--- config.mk ---
export PLATFORM = sky130hd
export DESIGN_NAME = clk_src_ctrl
export DESIGN_NICKNAME = d
export VERILOG_FILES = /design/src/rtl/clk_src_pkg.sv /design/src/rtl/clk_settle_timer.sv /design/src/rtl/clk_stop_monitor.sv /design/src/rtl/clk_lp_gate.sv /design/src/rtl/clk_ctrl_regs.sv /design/src/rtl/clk_src_ctrl.sv
export SDC_FILE = /design/constraint.sdc
export NUM_CORES = 1
export LEC_CHECK = 0
export ABC_AREA = 1
export BUFFER_PORTS_ARGS = -buffer_cell sky130_fd_sc_hd__buf_2
export CORE_MARGIN = 2
export CORE_UTILIZATION = 45
export CTS_CLUSTER_SIZE = 28
export DETAILED_ROUTE_END_ITERATION = 10
export GPL_TIMING_DRIVEN = 1
export PLACE_DENSITY = 0.7
export SKIP_CTS_REPAIR_TIMING = 1
export SLEW_MARGIN = 15
export SYNTH_ARGS = -nofsm -noshare
export SYNTH_HDL_FRONTEND = slang
export SYNTH_HIERARCHICAL = 1
export SYNTH_SLANG_ARGS = --single-unit
--- constraint.sdc ---
create_clock -name clk -period 1.2 [get_ports clk]
set_input_delay 0.24 -clock clk [delete_from_list [all_inputs] [get_ports clk]]
set_output_delay 0.24 -clock clk [all_outputs]
set_load 0.02 [all_outputs]
--- src/rtl/clk_src_pkg.sv ---
package clk_src_pkg;

  localparam int CTRL_W = 6;

  typedef enum logic [1:0] {
    SRC_MAIN = 2'd0,
    SRC_INT  = 2'd1,
    SRC_PLL  = 2'd2
  } src_e;

  // bit 5 .. bit 0
  typedef struct packed {
    logic wait2;
    logic pll_sel;
    logic pll_en;
    logic det_ie;
    logic det_en;
    logic int_sel;
  } ctrl_t;

  localparam logic [1:0] ADDR_CTRL = 2'd0;
  localparam logic [1:0] ADDR_MULT = 2'd1;
  localparam logic [1:0] ADDR_FLAG = 2'd2;

  function automatic logic mult_code_ok(input logic [2:0] code);
    return (code == 3'b001) || (code == 3'b010) || (code == 3'b011);
  endfunction

endpackage

--- src/rtl/clk_settle_timer.sv ---
module clk_settle_timer #(
  parameter int unsigned SETTLE = 64
) (
  input  logic clk,
  input  logic rst_n,
  input  logic run,
  output logic settled
);
  localparam int CW = $clog2(SETTLE + 1);
  localparam logic [CW-1:0] LIM = CW'(SETTLE);

  logic [CW-1:0] cnt_q, cnt_d;
  logic          cnt_le;

  always_comb begin
    cnt_le = run || (cnt_q != '0);
    if (!run)             cnt_d = '0;
    else if (cnt_q == LIM) cnt_d = cnt_q;
    else                  cnt_d = cnt_q + 1'b1;
  end

  always_ff @(posedge clk or negedge rst_n) begin
    if (!rst_n)      cnt_q <= '0;
    else if (cnt_le) cnt_q <= cnt_d;
  end

  assign settled = (cnt_q == LIM);
endmodule

--- src/rtl/clk_stop_monitor.sv ---
module clk_stop_monitor (
  input  logic clk,
  input  logic rst_n,
  input  logic stop_i,
  input  logic arm,
  output logic fo_event
);
  logic stop_q;

  always_ff @(posedge clk or negedge rst_n) begin
    if (!rst_n) stop_q <= 1'b0;
    else        stop_q <= stop_i;
  end

  assign fo_event = arm && stop_i && !stop_q;
endmodule

--- src/rtl/clk_lp_gate.sv ---
module clk_lp_gate (
  input  logic clk,
  input  logic rst_n,
  input  logic wait_req,
  input  logic stop_req,
  input  logic pll_sel,
  input  logic pll_on,
  output logic wait_ack,
  output logic stop_ack,
  output logic refuse
);
  logic wait_ok, stop_ok;

  always_comb begin
    wait_ok = wait_req && !pll_sel;
    stop_ok = stop_req && !pll_sel && !pll_on;
    refuse  = (wait_req && !wait_ok) || (stop_req && !stop_ok);
  end

  always_ff @(posedge clk or negedge rst_n) begin
    if (!rst_n) begin
      wait_ack <= 1'b0;
      stop_ack <= 1'b0;
    end else begin
      wait_ack <= wait_ok;
      stop_ack <= stop_ok;
    end
  end
endmodule

--- src/rtl/clk_ctrl_regs.sv ---
module clk_ctrl_regs
  import clk_src_pkg::*;
(
  input  logic              clk,
  input  logic              rst_n,
  input  logic              wr_en,
  input  logic [1:0]        wr_addr,
  input  logic [CTRL_W-1:0] wr_data,
  input  logic              settled,
  input  logic              fo_event,
  input  logic              lp_refuse,
  output ctrl_t             ctrl_q,
  output logic [2:0]        mult_q,
  output logic              irq_q,
  output logic              viol_q
);
  ctrl_t      ctrl_d, req;
  logic [2:0] mult_d;
  logic       lock_q, lock_d;
  logic       irq_d, viol_d;
  logic       ctrl_le, mult_le, set_viol;

  always_comb begin
    ctrl_d   = ctrl_q;
    mult_d   = mult_q;
    lock_d   = lock_q;
    irq_d    = irq_q;
    viol_d   = viol_q;
    set_viol = 1'b0;
    ctrl_le  = 1'b0;
    mult_le  = 1'b0;
    req      = ctrl_t'(wr_data);

    if (wr_en) begin
      case (wr_addr)
        ADDR_CTRL: begin
          ctrl_le = 1'b1;
          ctrl_d  = req;
          if (req.pll_sel &&
              !(ctrl_q.pll_en && req.pll_en && settled && req.wait2)) begin
            ctrl_d.pll_sel = 1'b0;
            set_viol       = 1'b1;
          end
        end
        ADDR_MULT: begin
          if (!lock_q) begin
            if (mult_code_ok(wr_data[2:0])) begin
              mult_le = 1'b1;
              mult_d  = wr_data[2:0];
              lock_d  = 1'b1;
            end else begin
              set_viol = 1'b1;
            end
          end
        end
        ADDR_FLAG: begin
          if (wr_data[0]) irq_d  = 1'b0;
          if (wr_data[1]) viol_d = 1'b0;
        end
        default: ;
      endcase
    end

    if (fo_event) begin
      ctrl_le        = 1'b1;
      ctrl_d.int_sel = 1'b1;
      ctrl_d.pll_sel = 1'b0;
      irq_d          = 1'b1;
    end

    if (set_viol || lp_refuse) viol_d = 1'b1;
  end

  always_ff @(posedge clk or negedge rst_n) begin
    if (!rst_n) begin
      ctrl_q <= '0;
      mult_q <= '0;
      lock_q <= 1'b0;
      irq_q  <= 1'b0;
      viol_q <= 1'b0;
    end else begin
      if (ctrl_le) ctrl_q <= ctrl_d;
      if (mult_le) begin
        mult_q <= mult_d;
        lock_q <= lock_d;
      end
      irq_q  <= irq_d;
      viol_q <= viol_d;
    end
  end
endmodule

--- src/rtl/clk_src_ctrl.sv ---
module clk_src_ctrl
  import clk_src_pkg::*;
#(
  parameter int unsigned SETTLE_CYCLES = 64
) (
  input  logic       clk,
  input  logic       rst_n,
  input  logic       wr_en,
  input  logic [1:0] wr_addr,
  input  logic [5:0] wr_data,
  input  logic       osc_stop_i,
  input  logic       wait_req,
  input  logic       stop_req,
  output logic       ioc_en,
  output logic       pll_en,
  output logic [2:0] pll_mult,
  output logic [1:0] clk_sel,
  output logic       wait2,
  output logic       wait_ack,
  output logic       stop_ack,
  output logic       failover_irq,
  output logic       viol
);
  logic [1:0] rst_sync_q;
  logic       rst_core_n;
  ctrl_t      ctrl_q;
  logic       settled, fo_event, lp_refuse;
  src_e       src;

  always_ff @(posedge clk or negedge rst_n) begin
    if (!rst_n) rst_sync_q <= 2'b00;
    else        rst_sync_q <= {rst_sync_q[0], 1'b1};
  end
  assign rst_core_n = rst_sync_q[1];

  clk_settle_timer #(.SETTLE(SETTLE_CYCLES)) u_timer (
    .clk     (clk),
    .rst_n   (rst_core_n),
    .run     (ctrl_q.pll_en),
    .settled (settled)
  );

  clk_stop_monitor u_mon (
    .clk      (clk),
    .rst_n    (rst_core_n),
    .stop_i   (osc_stop_i),
    .arm      (ctrl_q.det_en && ctrl_q.det_ie),
    .fo_event (fo_event)
  );

  clk_lp_gate u_lp (
    .clk      (clk),
    .rst_n    (rst_core_n),
    .wait_req (wait_req),
    .stop_req (stop_req),
    .pll_sel  (ctrl_q.pll_sel),
    .pll_on   (ctrl_q.pll_en),
    .wait_ack (wait_ack),
    .stop_ack (stop_ack),
    .refuse   (lp_refuse)
  );

  clk_ctrl_regs u_regs (
    .clk       (clk),
    .rst_n     (rst_core_n),
    .wr_en     (wr_en),
    .wr_addr   (wr_addr),
    .wr_data   (wr_data),
    .settled   (settled),
    .fo_event  (fo_event),
    .lp_refuse (lp_refuse),
    .ctrl_q    (ctrl_q),
    .mult_q    (pll_mult),
    .irq_q     (failover_irq),
    .viol_q    (viol)
  );

  always_comb begin
    if (ctrl_q.int_sel)      src = SRC_INT;
    else if (ctrl_q.pll_sel) src = SRC_PLL;
    else                     src = SRC_MAIN;
  end

  assign clk_sel = src;
  assign ioc_en  = ctrl_q.int_sel;
  assign pll_en  = ctrl_q.pll_en;
  assign wait2   = ctrl_q.wait2;
endmodule

# Yosys cells after proc, flatten, opt, wreduce, memory -nomap -nowiden

Cells that the tools add are included.

Multiply operators: 0
$add $sub $neg: 1
$lt $le $gt $ge: 0
Muxes and demuxes: 30
Div/mod/pow operators: 0
Shift-type cells: 0
Equal/unequal tests: 7
Bitwise gates (word level): 1
Reduce and logical (&&, ||, !) cells: 39

Operators with widths:

| kind                                           | number |
|---|---|
| two-way mux 1 bit                              | 23 |
| AND reduction 3 bit                            | 5 |
| two-way mux 7 bit                              | 2 |
| nonzero test 2 bit                             | 7 |
| logical AND 1 bit                              | 12 |
| two-way mux 5 bit                              | 2 |
| adder 7 x 1 -> 7 bit (second input constant)   | 1 |
| == test 7 bit (second input constant)          | 1 |
| nonzero test 7 bit                             | 1 |
| == test 3 x 2 -> 1 bit (second input constant) | 2 |
| zero test 1 bit                                | 6 |
| logical OR 1 bit                               | 5 |
| AND reduction 5 bit                            | 1 |
| two-way mux 2 bit                              | 2 |
| == test 3 x 1 -> 1 bit (second input constant) | 1 |
| == test 2 x 1 -> 1 bit (second input constant) | 1 |
| == test 2 bit (second input constant)          | 1 |
| zero test 2 bit                                | 1 |
| != test 2 bit (second input constant)          | 1 |
| case mux 1 bit (2 select lines)                | 1 |
| AND reduction 2 bit                            | 1 |
| inverter 1 bit                                 | 1 |

RAM bits: 0
Output and inout port bits: 12
Logic and storage cells: 93
Bits in latches: 0
Input port bits: 14
Register bits: 24
Memories kept: 0
Bits in read-only memories: 0

# Depth between registers and ports, before layout

Depth after elaboration: 11
Mapped depth: 11
Mapped depth without buffers: 11

# Hierarchy

The synthesis kept the hierarchy.

Modules (own cells, without submodules):

| module           | cells an instance | seq. area each (um2) | area an instance (um2) | instances |
|---|---|---|---|---|
| clk_ctrl_regs    | 69                | 300.3                | 570.5                  | 1 |
| clk_settle_timer | 56                | 175.2                | 414.1                  | 1 |
| clk_lp_gate      | 8                 | 50.0                 | 82.6                   | 1 |
| clk_src_ctrl     | 8                 | 50.0                 | 78.8                   | 1 |
| clk_stop_monitor | 3                 | 25.0                 | 35.0                   | 1 |

# Worst setup path after synthesis

Ideal clock, no wire load.

Path type: reg2reg
Start: register u_timer.cnt_q[0]
End: register u_regs.viol_q
Path buffers: 0
Data arrival time: 1,164 ps
Required time: 1,081 ps
Library setup time: 119 ps
Stages on the path, launching flop included: 12
Clock period less this slack: 1,282 ps
Path slack: -82 ps
Cells stage by stage: dfrtp_1 inv_1 ha_1 nand3_1 nor3_1 nand2_1 inv_1 nand2_1 nand2_1 nand2_1 nand2_1 nand2_1

Longest elaborated chain between the ends: 11
Elaborated cells on any way between the ends: 14
Those cells by class: eq/ne (1); mux (4); reduce/logical (9)

Ends and longest elaborated chain:

| what                                | line                   | source |
|---|---|---|
| start, declared                     | clk_settle_timer.sv:12 | `logic [CW-1:0] cnt_q, cnt_d;` |
| start signal, assigned              | clk_settle_timer.sv:24 | `else if (cnt_le) cnt_q <= cnt_d;` |
| == test 7 bit (*)                   | clk_settle_timer.sv:27 | `assign settled = (cnt_q == LIM);` |
| named net settled                   | clk_src_ctrl.sv:27     | `logic settled, fo_event, lp_refuse;` |
| logical AND 1 bit (*) (2 in a row)  | clk_ctrl_regs.sv:40    | `!(ctrl_q.pll_en && req.pll_en && settled && req.wait2)) begin` |
| zero test 1 bit (*)                 | clk_ctrl_regs.sv:40    |  |
| logical AND 1 bit (*)               | clk_ctrl_regs.sv:39    | `if (req.pll_sel &&` |
| two-way mux 1 bit (*)               | clk_ctrl_regs.sv:39    |  |
| case mux 1 bit (2 select lines) (*) | clk_ctrl_regs.sv:35    | `case (wr_addr)` |
| two-way mux 1 bit (*)               | clk_ctrl_regs.sv:34    | `if (wr_en) begin` |
| logical OR 1 bit (*)                | clk_ctrl_regs.sv:71    | `if (set_viol \|\| lp_refuse) viol_d = 1'b1;` |
| nonzero test 2 bit (no line)        | n/a                    |  |
| AND reduction 3 bit (no line)       | n/a                    |  |
| end signal, assigned                | clk_ctrl_regs.sv:88    | `viol_q <= viol_d;` |
| end, declared                       | clk_ctrl_regs.sv:15    | `output logic viol_q` |

Mark *: on every way through the listed nets, which the timed path passes. The rest lies on a longest branch.
A chain may end at the register's enable or synchronous reset.

# Final worst setup path

Ends and elaborated chain as after synthesis.

==> impl_metrics.csv <==
group,metric,value,unit
run_status,outcome,"finished, violations left",
run_status,violations,"setup timing",
power_and_ir_drop,p_sw,664.3,uW
grt,use_met1,21.98,%
yosys,synth_cells,144,
floorplan,fp.dieW,55.23,um
finish,final_cells,214,
timing,min_period,1259,ps
yosys,synth.most_common_cell,"nand2_1",
drt,postRouteAntennaNets,0,
yosys,synthSimpleGateAreaFrac,32.63,%
power_and_ir_drop,p_clk_share,21.5,%
finish,multiInputGateArea,528.0,um2
finish,syn_to_final_growth,28.50,%
clock_tree,insertion_delay,310,ps
grt,antenna_found_initial,0,
clock_tree,numCtsBuffers,3,
worst_setup_path,setup.worst_path.end,"u_regs/viol_q",
drt,wl_per_cell,11.39,um
finish,drive_gt1_share,33.70,%
yosys,syn_nets,160,
yosys,muxShareOfSynthArea,0,%
grt,grt_overflow_total,0,
finish,nFillCells,226,
yosys,synth-seq-cells,24,
worst_setup_path,critPathArrivalTime,1480,ps
timing,final.setup.worst_slack,-58.77,ps
finish,final_core_util,61.26,%
yosys,synthAdderAreaFrac,2.119,%
timing,fin_crit_sh,104.9,%
yosys,synth_common_cells,"nand2_1, dfrtp_1, inv_1",
yosys,yosysWarningCount,6,
grt,grt_pass1_vias,1000,
yosys,synth_edf_count,0,
placed_design,hpwl,1836,um
drt,totalWireLength,2437,um
power_and_ir_drop,seq_power_share,47.5,%
drt,vias,1030,
worst_setup_path,r2r_cells,11,
power_and_ir_drop,internal_power,1.337,mW
worst_setup_path,r2r_end,"u_regs/viol_q",
clock_tree,clock_sinks,24,
yosys,ys_types,25,
power_and_ir_drop,finalPower,2.001,mW
flow_run,drv_cap,0,
finish,register_area,603.1,um2
grt,grt_use_met2,29.59,%
timing,setup_tns,-115.4,ps
yosys,synth_compound_area_share,5.932,%
clock_tree,htree_levels,1,
worst_setup_path,rr_startpoint,"u_timer/cnt_q[0]",
yosys,synth.cell_area,1181,um2
drt,remaining_drc_errors,0,
yosys,yosys.area_share.xor_xnor,0.7415,%
grt,top_usage_layer,"met2",
power_and_ir_drop,leakage,0.8120,nW
yosys,synth_async_sr_flop_share,100.0,%
power_and_ir_drop,power_density,1318,nW/um2
worst_setup_path,crit_path_end_kind,"flip-flop",
floorplan,fp.dieArea,3050,um2
floorplan,io_pins,26,
yosys,yosys_most_used_dff,"dfrtp_1",
worst_setup_path,cp_max_fo,2,
finish,antenna_cells,0,
yosys,synth_top_area_cell,"dfrtp_1",
finish,final_nets,201,
grt,grt_use_total,16.99,%
worst_setup_path,required,1420,ps
worst_setup_path,r2r_slack,-60,ps
drt,drt-pass1-iter-count,4,
timing,rsz0062_at_grt,"yes",
yosys,syn_area_per_cell,8.202,um2
power_and_ir_drop,ir_drop,0.0009325,V
grt,grt_max_degree,23,
floorplan,die_h,55.23,um
yosys,seq_area_frac_synth,50.85,%
yosys,ys_top_cells_by_area,"dfrtp_1, nand2_1, inv_1",
placed_design,placed_cells,205,
yosys,synth_top_family_by_area,"simple AND/OR/NAND/NOR gates",
clock_tree,cts_tree,"done",
power_and_ir_drop,switching_share,33.20,%
timing,setup_viol,2,
floorplan,core_area,2477,um2
timing,hold_viol,0,
clock_tree,clkTransAtPathRegs,130,ps
drt,viasPerCell,4.813,
floorplan,start_util,47.68,%
drt,drt_iter0_drc,44,
clock_tree,cts_buffer_depth,2,
clock_tree,cts-root-buf,"clkbuf_4",
grt,grt_pass1_wl,4188,um
timing,max_freq,794.4,MHz
timing,slew_violations,0,
floorplan,rows,18,
worst_setup_path,path_class,"reg2reg",
grt,grtUsageMet3,2.810,%
placed_design,pre_cts_ws,-101.9,ps
power_and_ir_drop,pwr-share-comb,30.9,%
placed_design,gp_congestion,0.8137,
worst_setup_path,start_kind,"flip-flop",
timing,clock_skew,2.998,ps
placed_design,portBuffers,25,
worst_setup_path,startpoint,"u_timer/cnt_q[0]",
worst_hold_path,hp-class,"in2reg",
yosys,netlist.area_leader.share,50.85,%
layout make-up:
class,instances,share of cell area (%)
flip-flops and latches,24,39.74
clock buffers,4,2.391
inverters,20,4.946
well taps,30,2.473
multi-input cells,98,34.79
repair buffers,38,15.66
worst min-delay path by stage:
stage | from | depth (start not counted) | endpoint
finish | osc_stop_i | 1 | u_mon/stop_q
floorplan | rst_n | 0 | rst_sync_q[0]
CTS | rst_n | 1 | rst_sync_q[0]
detailed placement | rst_n | 1 | rst_sync_q[1]
global placement | rst_n | 1 | rst_sync_q[0]
global route | osc_stop_i | 1 | u_mon/stop_q
per-stage QoR:
step	hold slack [ps]	area (um2)
finish	35.15	1518
global route	5.305	1518
CTS	-329.0	1440
global placement	24.73	1404
floorplan	-55.59	1194
detailed placement	28.70	1404
worst max-delay path, cell delays in order, from the launching register on:
cell	delay [ps]
dfrtp_1	400
inv_1	60
ha_2	170
nand3_2	80
nor3_2	100
nand2_1	60
inv_1	60
nand2_2	50
nand2_1	50
nand2_1	50
nand2_1	50
nand2_1	40
registers in the layout (all words and copies together), names as in the netlist:
name,cells
u_timer/cnt_q,7
u_lp/stop_ack,1
u_lp/wait_ack,1
u_regs/irq_q,1
rst_sync_q,2
u_mon/stop_q,1
u_regs/ctrl_q,6
u_regs/mult_q,3
u_regs/lock_q,1
u_regs/viol_q,1
cells by family (layout without fill, tap and decap cells):
kind of cell    after synthesis  in the layout
other cells                   1              1
simple gates                 82             82
fa+ha+maj                     2              2
flops                        24             24
buf+inv                      22             62
compound gates               12             12
xor+xnor                      1              1
layout by cell type, fill, tap and decap left out, types with 4 or more instances in the layout:
| cell | netlist | layout |
|---|---|---|
| nor2_1 | 11 | 10 |
| buf_4 | 1 | 12 |
| nand4_1 | 4 | 4 |
| nand2_1 | 41 | 40 |
| o21ai_0 | 4 | 4 |
| nand3_1 | 12 | 11 |
| buf_2 | 1 | 22 |
| nor2_2 | 4 | 4 |
| inv_1 | 19 | 18 |
| dfrtp_1 | 24 | 22 |
power groups by stage:
stage / logic, mW / registers (mW) / clock network [mW]
detailed placement: 0.561 / 0.970 / 0
global route: 0.692 / 0.964 / 0.510
CTS: 0.563 / 0.953 / 0.443
finish: 0.619 / 0.951 / 0.431
floorplan: 0.299 / 1.04 / 0
global placement: 0.548 / 0.965 / 0
routing by layer:
layer  part of all wire [%]  vias up
met3                    4.7        2
met1                     46      475
met5                      0        -
met4                   0.57        0
li1                       -      530
met2                     49       23
(Power assumes the default switching activity.)
